--- src/rtl/sdr_wr_pkg.sv ---
package sdr_wr_pkg;

  localparam int COL_W = 8;
  localparam int CFG_W = 3;

  typedef logic [COL_W-1:0] col_t;
  typedef logic [CFG_W-1:0] cfg_t;

  typedef enum logic [1:0] {
    CMD_IDLE  = 2'd0,
    CMD_WRITE = 2'd1,
    CMD_OTHER = 2'd2
  } cmd_e;

  // Command decode from active-low strobes; deselected means idle.
  function automatic cmd_e decode_cmd(input logic sel_n, input logic row_n,
                                      input logic colm_n, input logic wrt_n);
    cmd_e c;
    if (sel_n)                              c = CMD_IDLE;
    else if (row_n && colm_n && wrt_n)      c = CMD_IDLE;
    else if (row_n && !colm_n && !wrt_n)    c = CMD_WRITE;
    else                                    c = CMD_OTHER;
    return c;
  endfunction

  // Wrap mask of a burst: length minus one, all ones for a full page.
  function automatic col_t burst_mask(input cfg_t cfg);
    col_t m;
    case (cfg)
      cfg_t'(0): m = col_t'(0);
      cfg_t'(1): m = col_t'(1);
      cfg_t'(2): m = col_t'(3);
      cfg_t'(3): m = col_t'(7);
      default:   m = '1;
    endcase
    return m;
  endfunction

  function automatic logic burst_is_page(input cfg_t cfg);
    return cfg > cfg_t'(3);
  endfunction

  // Column of word idx: upper bits fixed, low bits count modulo the length.
  function automatic col_t col_at(input col_t base, input col_t idx, input col_t mask);
    col_t sum;
    sum = base + idx;
    return (base & ~mask) | (sum & mask);
  endfunction

endpackage

--- src/rtl/sdr_cmd_decode.sv ---
module sdr_cmd_decode
  import sdr_wr_pkg::*;
(
  input  logic sel_n,
  input  logic row_strb_n,
  input  logic col_strb_n,
  input  logic wr_strb_n,
  output logic cmd_write,
  output logic cmd_other
);

  cmd_e cmd;

  always_comb begin
    cmd       = decode_cmd(sel_n, row_strb_n, col_strb_n, wr_strb_n);
    cmd_write = (cmd == CMD_WRITE);
    cmd_other = (cmd == CMD_OTHER);
  end

endmodule

--- src/rtl/sdr_burst_ctrl.sv ---
module sdr_burst_ctrl
  import sdr_wr_pkg::*;
#(
  parameter int BANK_W = 1
) (
  input  logic              clk,
  input  logic              rst_n,
  input  logic              cmd_write,
  input  logic              cmd_other,
  input  col_t              start_col,
  input  logic [BANK_W-1:0] start_bank,
  input  logic              ap_in,
  input  cfg_t              len_cfg,
  output logic              beat,
  output col_t              beat_col,
  output logic [BANK_W-1:0] beat_bank,
  output logic              beat_fin_ap,
  output logic              burst_act,
  output logic              burst_full,
  output logic              burst_cut
);

  logic              act_q, full_q, ap_q;
  col_t              base_q, idx_q, mask_q;
  logic [BANK_W-1:0] bank_q;

  col_t new_mask;
  logic new_full, new_last, run_last, beat_cont, beat_last, beat_ap;

  always_comb begin
    new_mask    = burst_mask(len_cfg);
    new_full    = burst_is_page(len_cfg);
    new_last    = !new_full && (new_mask == '0);
    run_last    = !full_q && (idx_q == mask_q);
    beat_cont   = act_q && !cmd_write && !cmd_other;
    beat        = cmd_write || beat_cont;
    beat_col    = cmd_write ? start_col  : col_at(base_q, idx_q, mask_q);
    beat_bank   = cmd_write ? start_bank : bank_q;
    beat_ap     = cmd_write ? ap_in      : ap_q;
    beat_last   = cmd_write ? new_last   : (beat_cont && run_last);
    beat_fin_ap = beat && beat_last && beat_ap;
    burst_cut   = act_q && (cmd_write || cmd_other);
    burst_act   = act_q;
    burst_full  = full_q;
  end

  always_ff @(posedge clk) begin
    if (!rst_n) begin
      act_q  <= 1'b0;
      full_q <= 1'b0;
      ap_q   <= 1'b0;
      base_q <= '0;
      idx_q  <= '0;
      mask_q <= '0;
      bank_q <= '0;
    end else if (cmd_write) begin
      act_q  <= !new_last;
      full_q <= new_full;
      ap_q   <= ap_in;
      base_q <= start_col;
      idx_q  <= col_t'(1);
      mask_q <= new_mask;
      bank_q <= start_bank;
    end else if (beat_cont) begin
      idx_q <= idx_q + col_t'(1);
      if (run_last) act_q <= 1'b0;
    end else if (cmd_other) begin
      act_q <= 1'b0;
    end
  end

endmodule

--- src/rtl/sdr_wr_stage.sv ---
module sdr_wr_stage
  import sdr_wr_pkg::*;
#(
  parameter int DATA_W = 16,
  parameter int BANK_W = 1
) (
  input  logic              clk,
  input  logic              rst_n,
  input  logic              beat,
  input  col_t              beat_col,
  input  logic [BANK_W-1:0] beat_bank,
  input  logic              beat_fin_ap,
  input  logic [DATA_W-1:0] din,
  output logic              wr_en,
  output col_t              wr_col,
  output logic [BANK_W-1:0] wr_bank,
  output logic [DATA_W-1:0] wr_data,
  output logic              done_ap,
  output logic              pre_req,
  output logic [BANK_W-1:0] pre_bank
);

  logic [BANK_W-1:0] done_bank;

  always_ff @(posedge clk) begin
    if (!rst_n) begin
      wr_en     <= 1'b0;
      wr_col    <= '0;
      wr_bank   <= '0;
      wr_data   <= '0;
      done_ap   <= 1'b0;
      done_bank <= '0;
      pre_req   <= 1'b0;
      pre_bank  <= '0;
    end else begin
      wr_en   <= beat;
      done_ap <= beat_fin_ap;
      pre_req <= done_ap;
      if (beat) begin
        wr_col    <= beat_col;
        wr_bank   <= beat_bank;
        wr_data   <= din;
        done_bank <= beat_bank;
      end
      if (done_ap) pre_bank <= done_bank;
    end
  end

endmodule

--- src/rtl/sdr_wr_burst_seq.sv ---
module sdr_wr_burst_seq
  import sdr_wr_pkg::*;
#(
  parameter int DATA_W = 16,
  parameter int ADDR_W = 11,
  parameter int AP_BIT = 10
) (
  input  logic              clk,
  input  logic              rst_n,
  input  logic              sel_n,
  input  logic              row_strb_n,
  input  logic              col_strb_n,
  input  logic              wr_strb_n,
  input  logic [ADDR_W-1:0] addr,
  input  logic              bank_sel,
  input  logic [DATA_W-1:0] din,
  input  logic [CFG_W-1:0]  burst_cfg,
  output logic              wr_en,
  output logic              wr_bank,
  output logic [COL_W-1:0]  wr_col,
  output logic [DATA_W-1:0] wr_data,
  output logic              pre_req,
  output logic              pre_bank
);

  logic cmd_write, cmd_other;
  logic beat, beat_bank, beat_fin_ap;
  col_t beat_col;
  logic burst_act, burst_full, burst_cut, done_ap;
  logic unused_addr_bits;

  assign unused_addr_bits = ^addr[AP_BIT-1:COL_W] ^ burst_cut;

  sdr_cmd_decode u_dec (
    .sel_n      (sel_n),
    .row_strb_n (row_strb_n),
    .col_strb_n (col_strb_n),
    .wr_strb_n  (wr_strb_n),
    .cmd_write  (cmd_write),
    .cmd_other  (cmd_other)
  );

  sdr_burst_ctrl #(.BANK_W(1)) u_ctrl (
    .clk         (clk),
    .rst_n       (rst_n),
    .cmd_write   (cmd_write),
    .cmd_other   (cmd_other),
    .start_col   (addr[COL_W-1:0]),
    .start_bank  (bank_sel),
    .ap_in       (addr[AP_BIT]),
    .len_cfg     (burst_cfg),
    .beat        (beat),
    .beat_col    (beat_col),
    .beat_bank   (beat_bank),
    .beat_fin_ap (beat_fin_ap),
    .burst_act   (burst_act),
    .burst_full  (burst_full),
    .burst_cut   (burst_cut)
  );

  sdr_wr_stage #(.DATA_W(DATA_W), .BANK_W(1)) u_out (
    .clk         (clk),
    .rst_n       (rst_n),
    .beat        (beat),
    .beat_col    (beat_col),
    .beat_bank   (beat_bank),
    .beat_fin_ap (beat_fin_ap),
    .din         (din),
    .wr_en       (wr_en),
    .wr_col      (wr_col),
    .wr_bank     (wr_bank),
    .wr_data     (wr_data),
    .done_ap     (done_ap),
    .pre_req     (pre_req),
    .pre_bank    (pre_bank)
  );

endmodule

--- config.mk ---
export PLATFORM = sky130hd
export DESIGN_NAME = sdr_wr_burst_seq
export DESIGN_NICKNAME = d
export VERILOG_FILES = /design/src/rtl/sdr_wr_pkg.sv /design/src/rtl/sdr_cmd_decode.sv /design/src/rtl/sdr_burst_ctrl.sv /design/src/rtl/sdr_wr_stage.sv /design/src/rtl/sdr_wr_burst_seq.sv
export SDC_FILE = /design/constraint.sdc
export NUM_CORES = 1
export LEC_CHECK = 0
export BUFFER_PORTS_ARGS = -buffer_cell sky130_fd_sc_hd__buf_2
export CAP_MARGIN = 5
export CORE_ASPECT_RATIO = 0.75
export CORE_MARGIN = 2
export CORE_UTILIZATION = 51
export CTS_CLUSTER_SIZE = 40
export DETAILED_ROUTE_END_ITERATION = 10
export GPL_TIMING_DRIVEN = 0
export PLACE_DENSITY = 0.8
export SLEW_MARGIN = 5
export SYNTH_ARGS = -nofsm -noshare
export SYNTH_HDL_FRONTEND = slang
export SYNTH_SLANG_ARGS = --single-unit
--- constraint.sdc ---
create_clock -name clk -period 4.6 [get_ports clk]
set_clock_uncertainty 0.15 [all_clocks]
set_input_delay 0.23 -clock clk [delete_from_list [all_inputs] [get_ports clk]]
set_output_delay 0.23 -clock clk [all_outputs]
set_load 0.005 [all_outputs]
# Word level (Yosys, flattened, before mapping)
# Index checks and enable logic that the tools add are counted.
dict set report word_totals {
  reg_bits 57
  out_inout_bits 28
  mem_bits_rw 0
  n_memories 0
  in_bits 37
  latch_bits 0
  romBits 0
}
dict set report op_classes {
  div_mod_pow 0
  shift 0
  n_addsub 2
  mux 14
  mul 0
  reduce_logical 25
  eq_ne 7
  magnitude_cmp 1
  bitwise_logic 5
}
# cell count
set op_table {}
lappend op_table {{8-bit one-hot mux with 4 select lines} 1}
lappend op_table {{8-bit bitwise AND} 2}
lappend op_table {{1-bit logical AND} 11}
lappend op_table {{1-bit two-way mux} 9}
lappend op_table {{8-bit by 1-bit adder with 8-bit output, second input constant} 1}
lappend op_table {{8-bit adder} 1}
lappend op_table {{8-bit == test} 1}
lappend op_table {{8-bit zero test} 1}
lappend op_table {{8-bit two-way mux} 1}
lappend op_table {{8-bit NOT} 1}
lappend op_table {{8-bit OR} 1}
lappend op_table {{1-bit zero test} 7}
lappend op_table {{3-bit by 2-bit == test with 1-bit output, second input constant} 2}
lappend op_table {{2-bit two-way mux} 3}
lappend op_table {{3-bit by 1-bit == test with 1-bit output, second input constant} 1}
lappend op_table {{3-bit by 2-bit greater-than comparator with 1-bit output, second input constant} 1}
lappend op_table {{3-bit zero test} 1}
lappend op_table {{3-bit by 1-bit inequality test with 1-bit output, second input constant} 1}
lappend op_table {{3-bit nonzero test} 1}
lappend op_table {{2-bit by 1-bit == test with 1-bit output, second input constant} 1}
lappend op_table {{2-bit == test, second input constant} 1}
lappend op_table {{2-bit AND reduction} 1}
lappend op_table {{2-bit nonzero test} 1}
lappend op_table {{2-bit OR reduction} 1}
lappend op_table {{2 further kinds} 2}

# Longest topological paths before layout
# Gate-level depths: netlist of run 1.
dict set report logic_depth {
  ltp_word 14
  depth_mapped 8
}

# By module
# Synthesis of run 1 repeated with hierarchy kept, for this count alone.
dict set report hier_totals {
  hier_cells 273
  area_unflattened_um2 2549.9
}
# mod instances area_each_um2 cells_per_inst
set modules_own_cells {}
lappend modules_own_cells {sdr_burst_ctrl 1 1441.4 180}
lappend modules_own_cells {sdr_wr_stage 1 1086.0 90}
lappend modules_own_cells {sdr_cmd_decode 1 22.5 3}

# Least setup slack after synthesis of run 1
# Ideal clock, no wire load.
dict set report synth_path {
  path_type {flip-flop to flip-flop}
  startpoint {reg u_ctrl.idx_q[0]}
  endpoint {reg u_out.wr_col[6]}
  arrival_ps 1784
  setup_ps 88
  slack_ps 2578
  period_less_slack_ps 2022
  path_stages_with_launch 9
  cell_sequence {dfxtp_1 ha_1 inv_1 fa_1 nand2b_1 a21oi_1 o22ai_1 xor2_1 a311oi_2}
}
dict set report synth_via {
  elab_chain_cells 4
}
# item line
set synth_rtl {}
lappend synth_rtl {{from (decl)} sdr_burst_ctrl.sv:24} ;# col_t base_q, idx_q, mask_q;
lappend synth_rtl {{from (signal assigned)} sdr_burst_ctrl.sv:61} ;# idx_q <= col_t'(1);
lappend synth_rtl {{from (signal assigned)} sdr_burst_ctrl.sv:65} ;# idx_q <= idx_q + col_t'(1);
lappend synth_rtl {{8-bit adder} sdr_wr_pkg.sv:46} ;# sum = base + idx;
lappend synth_rtl {{8-bit bitwise AND} sdr_wr_pkg.sv:47} ;# return (base & ~mask) | (sum & mask);
lappend synth_rtl {{8-bit OR} sdr_wr_pkg.sv:47}
lappend synth_rtl {{8-bit two-way mux} sdr_burst_ctrl.sv:37} ;# beat_col = cmd_write ? start_col : col_at(base_q, idx_q, mask_q);
lappend synth_rtl {{to (signal assigned)} sdr_wr_stage.sv:40} ;# wr_col <= beat_col;
lappend synth_rtl {{to (decl)} sdr_wr_stage.sv:15} ;# output col_t wr_col,
# No other way between the ends.
# A chain may end at the register's enable or synchronous reset.

# Worst setup path in the final report of run 1
# Same ends and word-level chain as after synthesis.

==> run metrics, run 1 <==
status completed; Setup Viol. Count Final 0; clock buffer depth 2; post-synthesis mux area share 1.933%; Row Count 22; DP HPWL 4.520 mm; largest delay contributor family on the critical path adder cells; Critical Path, Cell by Cell ha_1 > inv_1 > fa_1 > nand2b_1 > a21oi_1 > o22ai_1 > xor2_1 > a311oi_2; clk_lat worst skew 0.32 ns; Buffers & Inverters on Critical Path 1; die width 86.27 um; worst setup path class reg2reg; Main synth FF type dfxtp_1; FMAX 0.4479 GHz; diode count 0; die height 65.70 um; #FFs+latches synth 53; vias per cell 5.242; min cycle time layout 2.233 ns; FF+latch area 1061 sq um; Relative slew margins 64.51%; Worst path max stage delay 0.45 ns; Hold Crit Class in2reg; worst path arrival time 2.32 ns; ranking of synthesized cells by area dfxtp_1, nand2_1, a21boi_0; I/O Buffers 61; Synth cell types 47; peak supply drop 0.1400 mV; gr ovfl total 0; CTS clk-pin slew, worst paths 0.10 ns; pwr dens 278.2 nW/um^2; max-cap viol count 0; layout net count 414; Area Overhead vs Synth 22.47%; Worst setup SP type flip-flop; largest family of logic cells by synthesized area simple AND/OR/NAND/NOR gates; drt initial violations 111; via count 2,249; period utilization 48.54%; post-route ant nets 0; Mean Syn Cell Area 8.896 sq um; top cell type by total area after synthesis dfxtp_1; Post-synth EDFFs 0; Async S/R FF share, synth 0%; Lkg Pwr 0.001342 uW; Mapped Cells 291; Initial Utilization 52.83%; CP Capture Type flip-flop; DRC Markers 0; synth warn 0; slowest CP cell dfxtp_1; maximum fanout along the worst path 5; Routability Congestion 0.9232; vias in the first global route 2,124; Yosys top cell area share 40.99%; Sink Count 53; CTS root buffer clkbuf_8; core box area 4900 sq um; GRT Overall Usage 23.10%; final WL 6.096 mm; share of layout cells above drive strength 1 28.46%; Setup WS pre-CTS 2.394 ns; boundary pin count 65; post-synthesis cell area 2589 sq um; synthesized net count 337; pin count of the biggest net entering global routing 17; XOR/XNOR Fraction of Synth Area 4.737%; H-tree depth 2; footprint of the multi-input gates 1419 sq um; simple logic cell fraction of the synthesized area 21.99%; total negative slack 0 ns; wire per inst 14.21 um; Seq/Total Area, Yosys 40.99%; CTS tree yes; CTS Buf Count 5; unrepaired setup endpoints after global routing false; Required @ worst endpoint 4.69 ns; Min Hold Slack 0.003839 ns; first-pass GRT wire length 10.07 mm; Slew Limit Fails 0; Die Area 5668 sq um; Filler cells 430; Hold Fails Final Rpt 0; initial antenna violation count 0; Final Power 881.9 uW; fin worst setup slack 2.367 ns; Slew @ Worst Pin 0.5323 ns; drt first pass iters 4; Synth Area in Compound Gates 21.51%; Synth Area in Adders 4.640%
-- cell type report --
type	count	area share [%]
Clock inverter	2	1.223
Inverter	4	0.4736
Multi-Input combinational cell	218	44.75
Clock buffer	6	2.289
Timing Repair Buffer	70	12.47
Tap cell	60	2.368
Sequential cell	53	33.46
Buffer	16	2.960
-- routing by layer --
layer | track usage (%) | share of wire [%] | vias to the layer above
met1 | 31.06 | 47 | 1025
met4 | 10.55 | 1.9 | 0
met3 | 4.020 | 6.5 | 9
met5 | 0 | 0 | -
met2 | 36.34 | 45 | 59
li1 | - | - | 1156
-- where the power goes --
| part | total, uW | internal, uW | switching, uW |
|---|---|---|---|
| Clock | 323 | 164 | 159 |
| Combinational | 83.6 | 41.9 | 41.7 |
| Sequential | 475 | 469 | 6.57 |
-- stage by stage --
step           std cells  cell area (sq um)  utilization, %
6_report             429               3171           64.71
3_3_place_gp         412               2969           60.60
2_1_floorplan        291               2589               -
4_1_cts              429               3171           64.71
5_1_grt              429               3171           64.71
3_5_place_dp         412               2969           60.60
-- cells in the mapped netlist (2+ instances only) --
cell      number
nor2_1        14
o211a_1        3
inv_1          4
a21o_1         3
nor3_1         4
and2_1         4
a21oi_1       11
nand4_1        3
xor2_1         7
nor2b_1        3
a21boi_0      22
nand3_1        6
buf_2          6
clkbuf_1       6
o211ai_1       3
mux2i_1        5
buf_4          2
ha_1           8
a21boi_2       9
nand2_2       10
a211oi_1       2
o21ai_0       12
xnor2_1        7
nand2_1       58
o22ai_1        2
or3_1          3
dfxtp_1       53
or2_2          2
-- state kept, by name (all words and copies together) (netlist names), 4 cells and up --
register / cells
u_out.wr_col: 8
u_ctrl.mask_q: 4
u_out.wr_data: 16
u_ctrl.base_q: 8
u_ctrl.idx_q: 8
-- kinds of logic (layout without fill, tap and decap cells) --
logic type | after synthesis | in the layout
flip-flops | 53 | 53
AO/OA/AOI/OAI | 74 | 74
buffers and inverters | 20 | 98
AND/OR/NAND/NOR | 116 | 116
multiplexers | 5 | 5
XOR/XNOR | 14 | 14
adder cells (fa/ha/maj) | 9 | 9
-- cells in the final DEF, fill, tap and decap left out, types with 5 or more instances in the layout --
master,synthesis,layout
a21boi_0,22,22
a21boi_2,9,9
a21oi_1,11,11
buf_2,6,67
clkbuf_1,6,7
clkbuf_8,0,5
dfxtp_1,53,53
dlygate4sd3_1,0,9
ha_1,8,8
mux2i_1,5,5
nand2_1,58,58
nand2_2,10,10
nand3_1,6,6
nor2_1,14,14
o21ai_0,12,12
xnor2_1,7,7
xor2_1,7,7
-- path summary, 6_finish.rpt --
check	endpoint	slack [ns]	startpoint	cells after the start
max	u_out.wr_col[6]	2.37	u_ctrl.idx_q[0]	8
min	u_out.wr_data[6]	0.004	din[6]	3
max reg2reg	u_out.wr_col[6]	2.37	u_ctrl.idx_q[0]	8
min reg2reg	u_out.wr_data[5]	0.32	u_out.wr_data[5]	2
-- repair_timing --
action | CTS | global route
setup endpoints to repair | 0 | 0
gates resized for setup | 0 | 0
hold buffers | 9 | 0
setup buffers | 0 | 0
endpoints found under the hold margin | 9 | 0
-- tightest hold or removal path, stage by stage --
cell      delay [ns]
buf_2           0.10
nand2_2         0.05
a21boi_2        0.05
Power figures use the tool's default switching activity.
==> run 2: changes to the inputs <==
Settings changed: CORE_UTILIZATION 51 to 48, PLACE_DENSITY 0.8 to 0.79.
Clock period 4.6 ns to 1.8 ns, I/O delays scaled along.
==> run 2 against run 1 <==
Against the previous run: the run now ends with negative setup slack left; worst hold slack worse by 0.0012 ns; core utilization is 3.4 points higher; clock power grew to 2.6 times the previous value; first-iteration DRC count is 2.7% higher; sequential power grew to 2.5 times the previous value; register-to-register slack worse by 2.5 ns; flip-flop and latch count stayed put; non-clock buffer count is 28 higher; sequential share of layout area is 3.4 points lower; cell count is 10% higher; die area is 5.9% higher; largest cell class unchanged; highest routed layer unchanged.
==> run metrics, run 2 (synthesized netlist as in run 1, its figures left out) <==
status finished, violations left (was completed); failing checks negative setup slack; Final Cell Area 3586 sq um (was 3171 sq um); worst path arrival time 1.98 ns (was 2.32 ns); wire per inst 15.10 um (was 14.21 um); Hold Crit Class in2reg (unchanged); Required @ worst endpoint 1.88 ns (was 4.69 ns); fin worst setup slack -0.09757 ns (was 2.367 ns); min cycle time layout 1.898 ns (was 2.233 ns); unrepaired setup endpoints after global routing true (was false); share of layout cells above drive strength 1 35.01% (was 28.46%); first-pass GRT wire length 10.74 mm (was 10.07 mm); period utilization 105.4% (was 48.54%); peak supply drop 0.4734 mV (was 0.1400 mV); CTS tree yes (unchanged); max-cap viol count 0 (unchanged); maximum fanout along the worst path 2 (was 5); Sink Count 53 (unchanged); vias per cell 5.212 (was 5.242); CP Capture Type flip-flop (unchanged); pwr dens 641.0 nW/um^2 (was 278.2 nW/um^2); Relative slew margins 61.67% (was 64.51%); gr ovfl total 0 (unchanged); Filler cells 401 (was 430); Row Count 23 (was 22); CTS Buf Count 5 (unchanged); final WL 7.125 mm (was 6.096 mm); Hold Crit Start burst_cfg[0] (was din[6]); Initial Utilization 49.16% (was 52.83%); drt first pass iters 4 (unchanged); dpl cells 427 (was 412); worst setup path class reg2reg (unchanged); Largest register FFs 16 (unchanged); clock buffer depth 2 (unchanged); sequential power share 52.7% (was 53.9%); CTS root buffer clkbuf_8 (unchanged); CTS clk-pin slew, worst paths 0.10 ns (about the same); die height 67.60 um (was 65.70 um); FF+latch area 1080 sq um (was 1061 sq um); Int Power 1752 uW (was 674.3 uW); clk_lat worst skew 0.32 ns (about the same); proportion of power drawn by the clock network 36.0% (was 36.6%); Die Area 6003 sq um (was 5668 sq um); layout net count 442 (was 414); Finished Layout Cells 472 (was 429); sw frac 23.79% (was 23.54%); DP HPWL 4.534 mm (was 4.520 mm); Most flops, register u_out.wr_data (unchanged); Slew @ Worst Pin 0.5750 ns (was 0.5323 ns); Lkg Pwr 0.001505 uW (was 0.001342 uW); boundary pin count 65 (unchanged); FMAX 0.5270 GHz (was 0.4479 GHz); most frequent cells in the layout buf_2, nand2_1, dfxtp_1 (unchanged); FF-to-FF Start u_ctrl.idx_q[0] (unchanged); Area Overhead vs Synth 38.52% (was 22.47%); H-tree depth 2 (unchanged); Final Power 2299 uW (was 881.9 uW); cells on worst reg2reg path 8 (unchanged); vias in the first global route 2,257 (was 2,124); post-route ant nets 0 (unchanged); Hold Crit Endpoint u_ctrl.mask_q[2] (was u_out.wr_data[6]); diode count 0 (unchanged); die width 88.80 um (was 86.27 um); Slew Limit Fails 0 (unchanged); Worst setup SP type flip-flop (unchanged); core box area 5266 sq um (was 4900 sq um); initial antenna violation count 0 (unchanged); Hold Crit Depth 4 (was 3); placed inst area 3020 sq um (was 2969 sq um); pin count of the biggest net entering global routing 17 (unchanged); commonest non-fill, non-tap cell in the layout buf_2 (unchanged); net switching power 546.8 uW (was 207.6 uW); Worst R2R Setup Slack -0.1 ns (was 2.37 ns); RR Endpoint u_out.wr_col[6] (unchanged); Routability Congestion 0.8851 (was 0.9232); via count 2,460 (was 2,249); DRC Markers 0 (unchanged); Hold Fails Final Rpt 0 (unchanged); Setup Viol. Count Final 5 (was 0); Logic pwr share 11.3% (was 9.5%); GRT Overall Usage 23.77% (was 23.10%); footprint of the multi-input gates 1538 sq um (was 1419 sq um); drt initial violations 114 (was 111); I/O Buffers 61 (unchanged)
run 2: worst max-delay path by stage:
| stage | start | to | slack (ns) |
|---|---|---|---|
| floorplan | u_ctrl.idx_q[0] | u_out.wr_col[6] | -0.02 |
| global placement | u_ctrl.idx_q[2] | u_out.wr_col[5] | -0.17 |
| detailed placement | u_ctrl.idx_q[2] | u_out.wr_col[5] | -0.21 |
| CTS | u_ctrl.base_q[0] | u_out.wr_col[6] | -0.12 |
| global route | u_ctrl.base_q[1] | u_out.wr_col[6] | -0.18 |
| finish | u_ctrl.idx_q[0] | u_out.wr_col[6] | -0.1 |
run 2: worst max-delay path, cell delays in order, from the launching register on:
cell and delay, ns:
dfxtp_4 0.37, ha_4 0.13, inv_2 0.03, fa_2 0.33, nand2b_4 0.17, a21oi_4 0.15, o22ai_2 0.08, xor2_1 0.15
a311oi_2 0.25
run 2: repair_timing:
action / 4_1_cts / 5_1_grt
hold buffers: 28 / 0
hold endpoints to repair: 34 / 0
endpoints found under the setup margin: 4 / 8
buffers inserted: 4 / 5
resized for setup: 10 / 19
pin swaps: 4 / 10
run 2: per-layer routing:
layer  vias to the layer above  wire (um)  GRT usage [%]
met2                        69       3512          40.76
met5                         -          0              0
met3                        15        274          4.401
li1                       1208          -              -
met4                         0        146          7.955
met1                      1168       3191          30.18
run 2: power groups by stage:
stage / registers, uW / clock network (uW) / logic [uW]
4_1_cts: 1210 / 828 / 251
2_1_floorplan: 1240 / 0 / 108
5_1_grt: 1220 / 883 / 283
6_report: 1210 / 827 / 260
3_5_place_dp: 1240 / 0 / 199
3_3_place_gp: 1240 / 0 / 194
run 2: stage by stage:
stage / util, % / hold WS [ns] / TNS, ns / setup WS, ns
after floorplan: - / 0.07038 / -0.01603 / -0.01603
after global placement: 57.35 / 0.1861 / -0.5082 / -0.1700
after detailed placement: 57.35 / 0.1908 / -0.6768 / -0.2079
after CTS: 66.07 / 0.0003076 / -0.1916 / -0.1170
after global routing: 68.09 / 0.01609 / -0.5681 / -0.1760
final: 68.09 / 0.002634 / -0.2602 / -0.09757
run 2: final cells by class:
class | count | share of cell area [%]
multi-input combinational | 218 | 42.88
tap | 75 | 2.617
buffer | 16 | 2.652
timing repair buffer | 98 | 18.21
clock inverter | 2 | 1.082
sequential | 53 | 30.11
clock buffer | 6 | 2.024
inverter | 4 | 0.4187
